===== src/rtl/holdArbPkg.sv =====
package holdArbPkg;

  typedef enum logic [3:0] {
    ST_OFF,
    M_OWN,
    M_FLOAT,
    M_GRANT,
    M_UNACK,
    S_IDLE,
    S_REQ,
    S_OWN,
    S_DROP
  } arbState_t;

  typedef struct packed {
    logic pinsOwned;
    logic ackDrive;
    logic ackOn;
    logic reqOn;
    logic floatBus;
  } arbStrobe_t;

endpackage


===== src/rtl/holdArbCtrl.sv =====
module holdArbCtrl
  import holdArbPkg::*;
(
  input  logic       clk,
  input  logic       rstN,
  input  logic       arbEnable,
  input  logic       slaveMode,
  input  logic       busIdle,
  input  logic       extReqPending,
  input  logic       holdReq,
  input  logic       ackIn,
  output arbStrobe_t strobe
);

  arbState_t state, nextState;

  always_ff @(posedge clk or negedge rstN) begin
    if (!rstN) state <= ST_OFF;
    else       state <= nextState;
  end

  always_comb begin
    nextState = state;
    if (!arbEnable) begin
      nextState = ST_OFF;
    end else begin
      case (state)
        ST_OFF:  nextState = slaveMode ? S_IDLE : M_OWN;
        M_OWN:   if (holdReq && busIdle) nextState = M_FLOAT;
        M_FLOAT: nextState = M_GRANT;
        M_GRANT: if (!holdReq) nextState = M_UNACK;
        M_UNACK: nextState = M_OWN;
        S_IDLE:  if (extReqPending) nextState = S_REQ;
        S_REQ:   if (ackIn) nextState = S_OWN;
        S_OWN:   if (!extReqPending && busIdle) nextState = S_DROP;
        S_DROP:  nextState = S_IDLE;
        default: nextState = ST_OFF;
      endcase
    end
  end

  always_comb begin
    strobe = '0;
    case (state)
      M_OWN:   begin strobe.pinsOwned = 1'b1; strobe.ackDrive = 1'b1; end
      M_FLOAT: begin strobe.pinsOwned = 1'b1; strobe.ackDrive = 1'b1; strobe.floatBus = 1'b1; end
      M_GRANT: begin
        strobe.pinsOwned = 1'b1;
        strobe.ackDrive  = 1'b1;
        strobe.floatBus  = 1'b1;
        strobe.ackOn     = 1'b1;
        strobe.reqOn     = extReqPending;
      end
      M_UNACK: begin strobe.pinsOwned = 1'b1; strobe.ackDrive = 1'b1; strobe.floatBus = 1'b1; end
      S_IDLE:  begin strobe.pinsOwned = 1'b1; strobe.floatBus = 1'b1; end
      S_REQ:   begin strobe.pinsOwned = 1'b1; strobe.floatBus = 1'b1; strobe.reqOn = 1'b1; end
      S_OWN:   begin strobe.pinsOwned = 1'b1; strobe.reqOn = 1'b1; end
      S_DROP:  begin strobe.pinsOwned = 1'b1; strobe.floatBus = 1'b1; strobe.reqOn = 1'b1; end
      default: strobe = '0;
    endcase
  end

endmodule


===== src/rtl/holdArbPins.sv =====
module holdArbPins
  import holdArbPkg::*;
#(
  parameter int SYNC_STAGES = 2
) (
  input  logic       clk,
  input  logic       rstN,
  input  logic       holdInN,
  input  logic       hldaInN,
  input  arbStrobe_t strobe,
  output logic       holdReq,
  output logic       ackIn,
  output logic       hldaOutN,
  output logic       hldaOe,
  output logic       breqOutN,
  output logic       breqOe,
  output logic       busFloat
);

  localparam int NUM_SYNC = 2;

  logic [NUM_SYNC-1:0] pinIn;
  logic [NUM_SYNC-1:0] pinSync;

  assign pinIn = {hldaInN, holdInN};

  for (genvar p = 0; p < NUM_SYNC; p++) begin : gSync
    logic [SYNC_STAGES-1:0] chain;
    always_ff @(posedge clk or negedge rstN) begin
      if (!rstN) chain <= '1;
      else       chain <= SYNC_STAGES'({chain, pinIn[p]});
    end
    assign pinSync[p] = chain[SYNC_STAGES-1];
  end

  assign holdReq  = ~pinSync[0];
  assign ackIn    = ~pinSync[1];

  assign hldaOe   = strobe.pinsOwned & strobe.ackDrive;
  assign breqOe   = strobe.pinsOwned;
  assign hldaOutN = ~strobe.ackOn;
  assign breqOutN = ~strobe.reqOn;
  assign busFloat = strobe.floatBus;

endmodule


===== src/rtl/holdArbiter.sv =====
module holdArbiter
  import holdArbPkg::*;
#(
  parameter int SYNC_STAGES = 2
) (
  input  logic clk,
  input  logic rstN,
  input  logic arbEnable,
  input  logic slaveMode,
  input  logic busIdle,
  input  logic extReqPending,
  input  logic holdInN,
  input  logic hldaInN,
  output logic hldaOutN,
  output logic hldaOe,
  output logic breqOutN,
  output logic breqOe,
  output logic busFloat
);

  arbStrobe_t strobe;
  logic       holdReq;
  logic       ackIn;

  holdArbCtrl i_ctrl (
    .clk           (clk),
    .rstN          (rstN),
    .arbEnable     (arbEnable),
    .slaveMode     (slaveMode),
    .busIdle       (busIdle),
    .extReqPending (extReqPending),
    .holdReq       (holdReq),
    .ackIn         (ackIn),
    .strobe        (strobe)
  );

  holdArbPins #(.SYNC_STAGES(SYNC_STAGES)) i_pins (
    .clk      (clk),
    .rstN     (rstN),
    .holdInN  (holdInN),
    .hldaInN  (hldaInN),
    .strobe   (strobe),
    .holdReq  (holdReq),
    .ackIn    (ackIn),
    .hldaOutN (hldaOutN),
    .hldaOe   (hldaOe),
    .breqOutN (breqOutN),
    .breqOe   (breqOe),
    .busFloat (busFloat)
  );

endmodule


===== config.mk =====
export PLATFORM = sky130hd
export DESIGN_NAME = holdArbiter
export DESIGN_NICKNAME = d
export VERILOG_FILES = /design/src/rtl/holdArbPkg.sv /design/src/rtl/holdArbCtrl.sv /design/src/rtl/holdArbPins.sv /design/src/rtl/holdArbiter.sv
export SDC_FILE = /design/constraint.sdc
export NUM_CORES = 1
export LEC_CHECK = 0
export BUFFER_PORTS_ARGS = -buffer_cell sky130_fd_sc_hd__buf_2
export CORE_AREA = 2 2 39 41
export DETAILED_ROUTE_END_ITERATION = 8
export DIE_AREA = 0 0 41 43
export GPL_ROUTABILITY_DRIVEN = 1
export PLACE_DENSITY_LB_ADDON = 0.08
export SYNTH_ARGS = -nofsm -noshare
export SYNTH_HDL_FRONTEND = slang
export SYNTH_HIERARCHICAL = 1
export SYNTH_SLANG_ARGS = --single-unit

===== constraint.sdc =====
create_clock -name clk -period 2.4 [get_ports clk]
set_clock_uncertainty 0.1 [all_clocks]
set_input_delay 0.72 -clock clk [delete_from_list [all_inputs] [get_ports clk]]
set_output_delay 0.72 -clock clk [all_outputs]
set_load 0.1 [all_outputs]

After elaboration in Yosys (flattened, before gate mapping)
Index checks and enable logic that the tools add are counted.
Widths: inputs -> output; s select.
- word-level logic and storage cells: 42
- register bits after elaboration: 8
- reductions and logical operators: 9
- eq/ne operators: 13
- muxes and demuxes: 13
- bitwise gates (word level): 4
- operators by type and width (kind ; count):
    $pmux 4 s9 ; 1
    $mux 4 ; 6
    $eq 4x3->1 const B ; 4
    $ne 3x2->1 const B ; 3
    $eq 4x2->1 const B ; 2
    $reduce_or 8->1 ; 1
    $ne 3x3->1 const B ; 2
    $reduce_or 6->1 ; 1
    $reduce_and 5->1 ; 1
    $eq 4x1->1 const B ; 1
    $eq 4x4->1 const B ; 1
    $logic_not 4->1 ; 1
    $mux 1 ; 4
    $reduce_or 4->1 ; 1
    $mux 3 ; 1
    $not 1->1 ; 3
    $reduce_or 3->1 ; 1
    $logic_and 1x1->1 ; 2
    $pmux 1 s2 ; 1
    $and 1x1->1 ; 1
    $logic_not 1->1 ; 1

Depth between registers and ports, before layout
Gate-level depths: netlist of run 1.
- depth in word-level cells: 5
- gate-level depth with buffers: 6

Modules after synthesis
Netlist of run 1, hierarchy kept.
- by module, submodules not included (module ; area each (um^2) ; instances ; cells each):
    holdArbCtrl ; 471.7 ; 1 ; 48
    holdArbPins ; 141.4 ; 1 ; 11

Worst setup path before layout of run 1
Ideal clock, no wire load.
- kind: reg2out
- start point: register i_ctrl.state[0]
- end point: output port hldaOe
- data required time: 1.580 ns
- cell stages (with the launch flop): 5
- arrival time: 1.759 ns
- buffers on the path: 1
- slack: -0.179 ns
- path through: dfrtp_1 -> buf_6 -> nor3_2 -> xnor2_1 -> and2_1
- RTL lines (element ; RTL line ; text):
    start: declaration ; holdArbCtrl.sv:15 ; arbState_t state, nextState;
    start signal: assignment ; holdArbCtrl.sv:19 ; else state <= nextState;
    end: declaration ; holdArbiter.sv:15 ; output logic hldaOe,

Final worst setup path of run 1
- start point: register i_ctrl.state[1]
- end point: output port hldaOe
- longest elaborated chain between the ends: 4
- ends and longest elaborated chain (element ; RTL line ; text):
    $eq 4x2->1 (tied with other cells) ; holdArbCtrl.sv:44 ; case (state)
    $reduce_or 8->1 (no source line) / $reduce_or 4->1 (equally long branches) ; - ;
    $mux 1 ; holdArbCtrl.sv:44 ;
    $and 1x1->1 * ; holdArbPins.sv:39 ; assign hldaOe = strobe.pinsOwned & strobe.ackDrive;
Mark *: on every way between the ends. The rest lies on a longest branch, timed or not.

==> summary.txt, run 1 <==
Total Routing Usage GR: 15.6%
Number of synthesized flops with an enable pin: 0
CTS tree: yes
Clock Tree Root: clkbuf_4
Psw: 0.379 mW
Fraction of registers with async set/reset: 100%
DIE AREA: 1760 um2
Relative slew margins: 75.2%
Complex-gate fraction of the synthesized area: 21.2%
Area growth syn-to-layout: 26.5%
Status: finished, final reports clean
Vias per cell: 5.02
Critical path data arrival time: 1.50 ns
Hold_buf cts: 0
Post-Synth Simple-Gate Area: 22.7%
Largest net degree at the start of global routing: 13
CP startpoint kind: flip-flop
Final wirelength: 1080 um
DRT Pass-1 Iters: 2
Lkg Pwr: 0.353 nW
Max-Cap Viols: 0
Global-route wire length before repair: 1740 um
CP required: 1.58 ns
Slowest CP cell: dfrtp_2
H-tree depth: 1
Vias in the first global route: 400
RSZ-0062 raised after global routing: true
CP max FO: 6
PD cells: 1050 nW/um2
Crit path largest cell delay: 0.45 ns
Top cells by area, synth: dfstp_2 (17%), dfrtp_1 (16%), nand3b_4 (6.5%)
Via count: 452
Power, Total: 0.811 mW
Setup TNS: 0 ns
Warnings from Yosys: 6
Count of input and output buffers: 12
Placer Congestion: 0.764
Measured slew at the worst slew-check pin: 0.368 ns
Mux cell area share after synthesis: 4.90%
Wire length per cell: 12.0 um
Switch share: 46.8%
Logic gate share of total power: 65.9%
Critical Path Start: i_ctrl/state[1]
Cell accounting for the most synthesized area: dfstp_2
Worst setup path endpoint: hldaOe
CTS clk-pin slew, worst paths: 0.05 ns
Fin. max-slew vios: 0
DP Cell Count: 84
Gate Count Post-Synth: 59
Most frequent cells in the layout: buf_4 (7), buf_2 (7), nand2_1 (5), buf_12 (5)
Worst path depth: 4
Reg-to-Reg Start: i_ctrl/state[2]
Seq pwr share: 21.6%
Adder-cell share of the synthesized area: 0%
Worst-Skew Late Latency: 0.25 ns
Fin. Hold Viols: 0
CP Cell Sequence: nor3_4 -> xnor2_1 -> and2_2 -> buf_12
# DRC: 0
Final cell count without fillers: 90
Worst min-delay path class: primary input to async pin
Top_reg_cell synth: dfstp_2
Cts bufs inserted: 3
Initial core utilization: 44.3%
Cell family contributing the most delay on the critical path: simple AND/OR/NAND/NOR gates
Synth Area in XOR/XNOR: 2.86%
Share of layout cells above drive strength 1: 48.6%
NumNets Final: 84
Die Wd: 41 um
Clock Path Buffers: 2
Sequential area share after synthesis: 33.5%
IO Count: 13
Cell Rows: 14
Hpwl dp: 813 um
R2R depth: 5
Die height: 43 um
Inserted Diodes: 0
Syn nets: 67
CTS Sinks: 8
Grt ovf: 0
Syn Area/Cell: 10.4 um2
DRT iter0 DRCs: 2
Final period utilization: 96.7%
Internal: 0.432 mW
Area share of the largest cell type after synthesis: 17.1%
Post-Syn Area: 613 um2
Max Clock Freq: 431 MHz
Yosys cell types: 28
WHS: 0.191 ns
Largest family of logic cells by synthesized area: simple AND/OR/NAND/NOR gates
Clock Power Share: 12.5%
Final worst slack: 0.0785 ns
R2r endpoint: i_ctrl/state[2]
Buffers & Inverters on Critical Path: 1
Type of the worst setup path: flip-flop to output port
Tmin final: 2.32 ns
Seq cells post-synth: 8
Reg2reg setup slack: 0.66 ns
Pre-CTS setup slack: 0.234 ns
Post-DRT Antenna Nets: 0
Initial antenna violation count: 0
Critical path capture point type: output port
Final setup viols: 0
Max IR drop VDD: 729 uV
CORE AREA: 1380 um2
-- cell usage after synthesis (all sizes together), types with 2 or more instances --
cell     number
o2bb2ai       2
buf           5
o21ai         4
inv           4
nor3          3
nand3b        2
dfrtp         4
nor2          2
nand2b        4
a21oi         4
dfstp         4
nand2         5
xnor2         2
clkbuf        2
mux2          2
-- stage by stage --
stage / util (%) / instance area (um2)
after floorplan: - / 614
after global placement: 52.3 / 723
after detailed placement: 52.3 / 723
after CTS: 54.3 / 752
after global routing: 56.1 / 776
final: 56.1 / 776
-- how the worst min path moves through the flow --
stage	slack, ns	endpoint	cells after the start
after global placement	0.25	i_pins/gSync[0].chain[1]	0
final	0.19	i_ctrl/state[1]	1
after global routing	0.19	i_ctrl/state[0]	1
after floorplan	0.25	i_pins/gSync[0].chain[1]	0
after CTS	0.18	i_ctrl/state[1]	1
after detailed placement	0.25	i_pins/gSync[1].chain[1]	0
-- worst register-to-register path, stage by stage (launching register included) --
cell,delay (ns)
dfrtp_1,0.43
buf_4,0.20
nand3b_4,0.15
a21o_1,0.23
a2bb2oi_4,0.20
mux2_4,0.31
-- per-layer routing --
metal	share of wire [%]	track usage [%]	routed length, um
met5	0	0	0
met4	1.2	8.00	13
met3	3.0	8.38	32
met2	47	20.0	513
met1	48	20.5	525
-- registers in the layout, summed over array words and instances (netlist names) --
signal	count
i_pins/gSync.chain	4
i_ctrl/state	4
-- timing repair --
item | CTS | global route
endpoints found under the hold margin | 0 | 0
pin swaps | 1 | 1
endpoints found under the setup margin | 3 | 4
resized for setup | 1 | 1
setup buffers | 0 | 3
-- cells by family (layout without fill, tap and decap cells) --
group / count (synthesis) / count (layout)
buffers and inverters: 11 / 26
AND/OR/NAND/NOR: 20 / 20
flip-flops: 8 / 8
AO/OA/AOI/OAI: 16 / 16
XOR/XNOR: 2 / 2
multiplexers: 2 / 2
-- layout make-up --
class / instances / area [um2]
Clock buffer: 3 / 22.5
Fill cell: 129 / 608
Inverter: 4 / 15.0
Multi-Input combinational cell: 40 / 324
Sequential cell: 8 / 206
Tap cell: 16 / 20.0
Timing Repair Buffer: 19 / 188
-- power by group through the flow --
stage | sequential, mW | clock [mW] | combinational [mW]
detailed placement | 0.174 | 0 | 0.515
finish | 0.175 | 0.101 | 0.535
global route | 0.178 | 0.117 | 0.562
global placement | 0.173 | 0 | 0.513
CTS | 0.176 | 0.107 | 0.521
floorplan | 0.167 | 0 | 0.401
Power figures use the tool's default switching activity.
==> inputs of run 2 (changes only) <==
--- a/config.mk
+++ b/config.mk
@@ -5,10 +5,11 @@
 export SDC_FILE = /design/constraint.sdc
 export NUM_CORES = 1
 export LEC_CHECK = 0
+export ABC_AREA = 1
 export BUFFER_PORTS_ARGS = -buffer_cell sky130_fd_sc_hd__buf_2
-export CORE_AREA = 2 2 39 41
+export CORE_MARGIN = 2
+export CORE_UTILIZATION = 40
 export DETAILED_ROUTE_END_ITERATION = 8
-export DIE_AREA = 0 0 41 43
 export GPL_ROUTABILITY_DRIVEN = 1
 export PLACE_DENSITY_LB_ADDON = 0.08
 export SYNTH_ARGS = -nofsm -noshare
==> summary.txt, run 2 <==
Cell accounting for the most synthesized area: dfstp_2 (unchanged)
Fraction of registers with async set/reset: 100% (unchanged)
Fin. Hold Viols: 0 (unchanged)
CTS clk-pin slew, worst paths: 0.05 ns (about the same)
# DRC: 0 (unchanged)
RSZ-0062 raised after global routing: true (unchanged)
Tmin final: 2.37 ns (was 2.32 ns)
Relative slew margins: 68.0% (was 75.2%)
Grt ovf: 0 (unchanged)
Clock Tree Root: clkbuf_4 (unchanged)
Die height: 40.3 um (was 43 um)
Total Routing Usage GR: 16.2% (was 15.6%)
DRT Pass-1 Iters: 4 (was 2)
Fin. max-slew vios: 0 (unchanged)
Commonest non-fill, non-tap cell in the layout: nand2_1
CTS Sinks: 8 (unchanged)
Placer Congestion: 0.852 (was 0.764)
Wire length per cell: 11.9 um (was 12.0 um)
Most frequent cells in the layout: nand2_1 (13), inv_1 (9), buf_4 (9) (was buf_4 (7), buf_2 (7), nand2_1 (5), buf_12 (5))
Area share of the largest cell type after synthesis: 19.9% (was 17.1%)
Initial antenna violation count: 0 (unchanged)
Clock Path Buffers: 2 (unchanged)
Post-Syn Area: 528 um2 (was 613 um2)
Worst min-delay path class: primary input to async pin (unchanged)
Hpwl dp: 871 um (was 813 um)
Initial core utilization: 41.6% (was 44.3%)
DIE AREA: 1630 um2 (was 1760 um2)
Hold_buf cts: 0 (unchanged)
H-tree depth: 1 (unchanged)
Final wirelength: 1320 um (was 1080 um)
IO Count: 13 (unchanged)
Final setup viols: 0 (unchanged)
Top cells by area, synth: dfstp_2 (20%), dfrtp_1 (19%), nand2_1 (11%) (was dfstp_2 (17%), dfrtp_1 (16%), nand3b_4 (6.5%))
Status: finished, final reports clean (unchanged)
Syn nets: 81 (was 67)
CP max FO: 5 (was 6)
Seq cells post-synth: 8 (unchanged)
Cell Rows: 13 (was 14)
Sequential area share after synthesis: 38.9% (was 33.5%)
Warnings from Yosys: 6 (unchanged)
Area growth syn-to-layout: 53.6% (was 26.5%)
Global-route wire length before repair: 1660 um (was 1740 um)
Top post-synthesis cells by count: nand2_1 (15), inv_1 (11), nor2_1 (7), nand3_1 (6)
Max-Cap Viols: 0 (unchanged)
Final period utilization: 98.6% (was 96.7%)
Top-count cell post-synth: nand2_1 (unchanged)
NumNets Final: 106 (was 84)
Type of the worst setup path: flip-flop to output port (unchanged)
Vias per cell: 4.99 (was 5.02)
Critical path capture point type: output port (unchanged)
CTS tree: yes (unchanged)
Critical path data arrival time: 1.55 ns (was 1.50 ns)
Worst-Skew Late Latency: 0.24 ns (was 0.25 ns)
R2R depth: 9 (was 5)
Count of input and output buffers: 12 (unchanged)
Measured slew at the worst slew-check pin: 0.483 ns (was 0.368 ns)
Top_reg_cell synth: dfstp_2 (unchanged)
Via count: 554 (was 452)
Vias in the first global route: 444 (was 400)
Share of layout cells above drive strength 1: 51.0% (was 48.6%)
Yosys cell types: 20 (was 28)
Largest regs: i_ctrl/state: 4 flops, i_pins/gSync.chain: 4 flops (unchanged)
Number of synthesized flops with an enable pin: 0 (unchanged)
Cts bufs inserted: 3 (unchanged)
Post-DRT Antenna Nets: 0 (unchanged)
Max Clock Freq: 423 MHz (was 431 MHz)
Largest net degree at the start of global routing: 9 (was 13)
Setup TNS: 0 ns (unchanged)
Filler cell count: 112 (was 129)
CP required: 1.58 ns (about the same)
Die Wd: 40.3 um (was 41 um)
Syn Area/Cell: 7.23 um2 (was 10.4 um2)
Gate Count Post-Synth: 73 (was 59)
CP startpoint kind: flip-flop (unchanged)
DRT iter0 DRCs: 19 (was 2)
Inserted Diodes: 0 (unchanged)
CORE AREA: 1270 um2 (was 1380 um2)
## run 2: cell count changes in the layout (fill, tap and decap cells not counted), sizes merged, moves of 3 or more
| cell | previous run | this run |
|---|---|---|
| nand2 | 5 | 17 |
| nor2 | 2 | 11 |
| inv | 4 | 12 |
| nand3 | 1 | 8 |
| nand2b | 4 | 0 |
| buf | 19 | 22 |
## run 2: path summary, 6_finish.rpt
path,start,slack [ns],endpoint
worst min-delay path,rstN,0.21,i_ctrl/state[0]
worst max-delay path,i_ctrl/state[0],0.03,hldaOe
min in group clk,i_pins/gSync[1].chain[0],0.26,i_pins/gSync[1].chain[1]
max in group asynchronous,rstN,1.76,i_pins/gSync[0].chain[0]
worst min register to register,i_pins/gSync[1].chain[0],0.26,i_pins/gSync[1].chain[1]
worst max register to register,i_ctrl/state[0],0.96,i_ctrl/state[2]
## run 2: worst max-delay path, cell delays in order (launching register included)
cell	delay [ns]
dfrtp_1	0.40
inv_4	0.10
nand2_1	0.08
o21ai_1	0.18
o21ai_0	0.12
inv_1	0.08
nand2_1	0.08
clkinvlp_4	0.09
buf_12	0.16
## run 2: repair_timing
item	CTS	global route
buffers inserted	5	3
resized for setup	4	12
setup endpoints to repair	1	3
pin swaps	2	4
## run 2: kinds of logic after synthesis
group | Yosys count | synth area share [%]
simple gates | 39 | 37.9
compound gates | 10 | 10.2
buf+inv | 16 | 13.0
flops | 8 | 38.9
## run 2: metal layers
layer	vias to the layer above	global-route usage, %	share of wire [%]
li1	281	-	-
met1	259	17.5	39
met2	12	27.0	57
met3	2	3.33	3.6
met4	0	13.3	0.91
met5	-	0	0
## run 2: stage by stage
step | utilization (%) | hold slack (ns) | std cells | cell area, um2 | setup WS (ns)
finish | 63.9 | 0.210 | 111 | 811 | 0.0338
detailed placement | 52.9 | 0.251 | 100 | 671 | 0.198
CTS | 58.2 | 0.202 | 108 | 738 | 0.0138
floorplan | - | 0.245 | 73 | 532 | 0.146
global route | 63.9 | 0.206 | 111 | 811 | -0.0465
global placement | 52.9 | 0.246 | 100 | 671 | 0.170
## run 2: area by class of cell
class	instances	area [um2]	area share, %
tap	15	18.8	2.31
multi-input combinational	49	304	37.5
timing repair buffer	22	199	24.5
inverter	14	60.1	7.41
sequential	8	206	25.5
clock buffer	3	22.5	2.78
Power of run 2 is not shown: default switching activity piles up to over one toggle a cycle in this logic, so the estimate is an artifact.
==> inputs of run 3 (changes only) <==
--- a/config.mk
+++ b/config.mk
@@ -7,12 +7,12 @@
 export LEC_CHECK = 0
 export ABC_AREA = 1
 export BUFFER_PORTS_ARGS = -buffer_cell sky130_fd_sc_hd__buf_2
-export CORE_MARGIN = 2
-export CORE_UTILIZATION = 40
+export CORE_AREA = 2 2 39 41
 export DETAILED_ROUTE_END_ITERATION = 8
+export DIE_AREA = 0 0 41 43
 export GPL_ROUTABILITY_DRIVEN = 1
-export PLACE_DENSITY_LB_ADDON = 0.08
+export GPL_TIMING_DRIVEN = 0
+export PLACE_DENSITY = 0.62
 export SYNTH_ARGS = -nofsm -noshare
 export SYNTH_HDL_FRONTEND = slang
-export SYNTH_HIERARCHICAL = 1
 export SYNTH_SLANG_ARGS = --single-unit
==> summary.txt, run 3 <==
Status: finished, final reports clean (unchanged)
CP max FO: 7 (was 5)
Total Routing Usage GR: 14.4% (was 16.2%)
Final period utilization: 96.5% (was 98.6%)
Type of the worst setup path: flip-flop to output port (unchanged)
Cts bufs inserted: 3 (unchanged)
Post-DRT Antenna Nets: 0 (unchanged)
CP Cell Sequence: nand2_2 -> clkinv_2 -> nand2_2 -> o21ai_1 -> a21oi_4 -> buf_8 (was inv_4 -> nand2_1 -> o21ai_1 -> o21ai_0 -> inv_1 -> nand2_1 -> clkinvlp_4 -> buf_12)
Hold_buf cts: 0 (unchanged)
DIE AREA: 1760 um2 (was 1630 um2)
Met1 Use GR: 17.4% (was 17.5%)
GRT Max-Usage Layer: met2 (unchanged)
Syn nets: 73 (was 81)
Share of layout cells above drive strength 1: 46.9% (was 51.0%)
Fin. max-slew vios: 0 (unchanged)
Vias per cell: 4.58 (was 4.99)
Reg-to-Reg Start: i_ctrl.state[2] (was i_ctrl/state[0])
Critical path capture point type: output port (unchanged)
Critical path data arrival time: 1.50 ns (was 1.55 ns)
M2 GR Usage: 22.5% (was 27.0%)
Gate Count Post-Synth: 65 (was 73)
Fin. Hold Viols: 0 (unchanged)
Area share of the largest cell type after synthesis: 21.9% (was 19.9%)
Final setup viols: 0 (unchanged)
CTS tree: yes (unchanged)
CTS clk-pin slew, worst paths: 0.05 ns (about the same)
Inserted Diodes: 0 (unchanged)
Most frequent cells in the layout: nand2_1 (14), inv_1 (9), buf_2 (8) (was nand2_1 (13), inv_1 (9), buf_4 (9))
Reg2reg setup slack: 0.96 ns (about the same)
DRT iter0 DRCs: 1 (was 19)
NumNets Final: 90 (was 106)
Initial antenna violation count: 0 (unchanged)
Area occupied by multi-input gates: 256 um2 (was 304 um2)
Via count: 444 (was 554)
Commonest non-fill, non-tap cell in the layout: nand2_1 (unchanged)
Placer Congestion: 0.750 (was 0.852)
Top-count cell post-synth: nand2_1 (unchanged)
Relative slew margins: 68.0% (about the same)
Buffers & Inverters on Critical Path: 2 (was 4)
Die Wd: 41 um (was 40.3 um)
CORE AREA: 1380 um2 (was 1270 um2)
# DRC: 0 (unchanged)
Critical Path Start: i_ctrl.state[1] (was i_ctrl/state[0])
Number of synthesized flops with an enable pin: 0 (unchanged)
Cell accounting for the most synthesized area: dfstp_2 (unchanged)
Met3 usage: 1.57% (was 3.33%)
RSZ-0062 raised after global routing: false (was true)
Clock Path Buffers: 2 (unchanged)
Max Clock Freq: 432 MHz (was 423 MHz)
Cell Rows: 14 (was 13)
Hpwl dp: 796 um (was 871 um)
Die height: 43 um (was 40.3 um)
Worst-Skew Late Latency: 0.25 ns (was 0.24 ns)
Vias in the first global route: 422 (was 444)
Grt ovf: 0 (unchanged)
Fraction of registers with async set/reset: 100% (unchanged)
Layout Utilization: 46.3% (was 63.9%)
Final wirelength: 951 um (was 1320 um)
Area growth syn-to-layout: 33.7% (was 53.6%)
Top cells by area, synth: dfstp_2 (22%), dfrtp_1 (21%), nand2_1 (12%) (was dfstp_2 (20%), dfrtp_1 (19%), nand2_1 (11%))
Seq cells post-synth: 8 (unchanged)
IO Count: 13 (unchanged)
Worst min-delay path class: primary input to async pin (unchanged)
Wire length per cell: 9.80 um (was 11.9 um)
Crit path largest cell delay: 0.47 ns (was 0.40 ns)
H-tree depth: 1 (unchanged)
CTS Sinks: 8 (unchanged)
Crit-path most repeated cell: nand2_2 (was nand2_1)
Tmin final: 2.32 ns (was 2.37 ns)
CP required: 1.58 ns (about the same)
Slowest CP cell: dfrtp_2 (was dfrtp_1)
Warnings from Yosys: 0 (was 6)
Yosys cell types: 17 (was 20)
Filler cell count: 145 (was 112)
Max-Cap Viols: 0 (unchanged)
Syn Area/Cell: 7.37 um2 (was 7.23 um2)
Initial core utilization: 34.6% (was 41.6%)
Sequential area share after synthesis: 42.8% (was 38.9%)
Post-Syn Area: 479 um2 (was 528 um2)
Largest regs: i_ctrl.state: 4 flops, i_pins.gSync.chain: 4 flops (was i_ctrl/state: 4 flops, i_pins/gSync.chain: 4 flops)
Largest net degree at the start of global routing: 9 (unchanged)
Count of input and output buffers: 12 (unchanged)
Cell family contributing the most delay on the critical path: flip-flops (was buffers and inverters)
Top post-synthesis cells by count: nand2_1 (15), inv_1 (9), nand3_1 (7), nor2_1 (6) (was nand2_1 (15), inv_1 (11), nor2_1 (7), nand3_1 (6))
Global-route wire length before repair: 1680 um (was 1660 um)
Clock Tree Root: clkbuf_4 (unchanged)
Register Area: 206 um2 (unchanged)
Top_reg_cell synth: dfstp_2 (unchanged)
DRT Pass-1 Iters: 2 (was 4)
Measured slew at the worst slew-check pin: 0.483 ns (about the same)
CP startpoint kind: flip-flop (unchanged)
run 3: changes by cell type in the layout (fill, tap and decap cells not counted), moves of 2 or more:
| cell | change |
|---|---|
| a21oi_1 | -2 |
| nor2_4 | -2 |
| nand2_4 | -2 |
| buf_12 | -4 |
| buf_4 | -8 |
| nand2_2 | +4 |
run 3: layout make-up:
class,count,area share (%)
repair buffers,12,13.3
well taps,16,3.13
clock buffers,4,4.10
inverters,12,7.23
multi-input cells,45,40.0
flip-flops and latches,8,32.2
run 3: timing repair:
item                                    in CTS  in global routing
endpoints found under the setup margin       4                  3
gates resized for setup                      7                  5
setup buffers                                0                  0
run 3: routing by layer:
metal	wire [um]	part of all wire, %
met4	12	1.3
met3	29	3.0
met1	416	44
met2	493	52
met5	0	0
run 3: metrics by stage:
| step | setup slack (ns) | cell area, um2 | hold WS [ns] | TNS, ns | instances |
|---|---|---|---|---|---|
| 3_5_place_dp | -0.0235 | 583 | 0.247 | -0.0235 | 93 |
| 5_1_grt | 0.0169 | 641 | 0.189 | 0 | 97 |
| 3_3_place_gp | -0.00644 | 583 | 0.246 | -0.00644 | 93 |
| 4_1_cts | 0.0158 | 627 | 0.189 | 0 | 97 |
| 6_report | 0.0832 | 641 | 0.194 | 0 | 97 |
| 2_1_floorplan | -0.293 | 503 | 0.245 | -0.334 | 65 |
run 3: logic make-up after synthesis:
kind of cell           share of synthesized area [%]
flip-flops                                      42.8
buffers and inverters                           9.66
AO/OA/AOI/OAI                                   8.09
AND/OR/NAND/NOR                                 39.4
run 3: final timing paths:
kind,endpoint,depth (start not counted)
setup / recovery,breqOutN,6
hold / removal,i_ctrl.state[3],1
setup reg to reg,i_ctrl.state[2],9
hold reg to reg,i_pins.gSync[0].chain[1],0
max in group asynchronous,i_pins.gSync[0].chain[1],1
min in group clk,i_pins.gSync[0].chain[1],0
Power of run 3 is left out for the same reason.
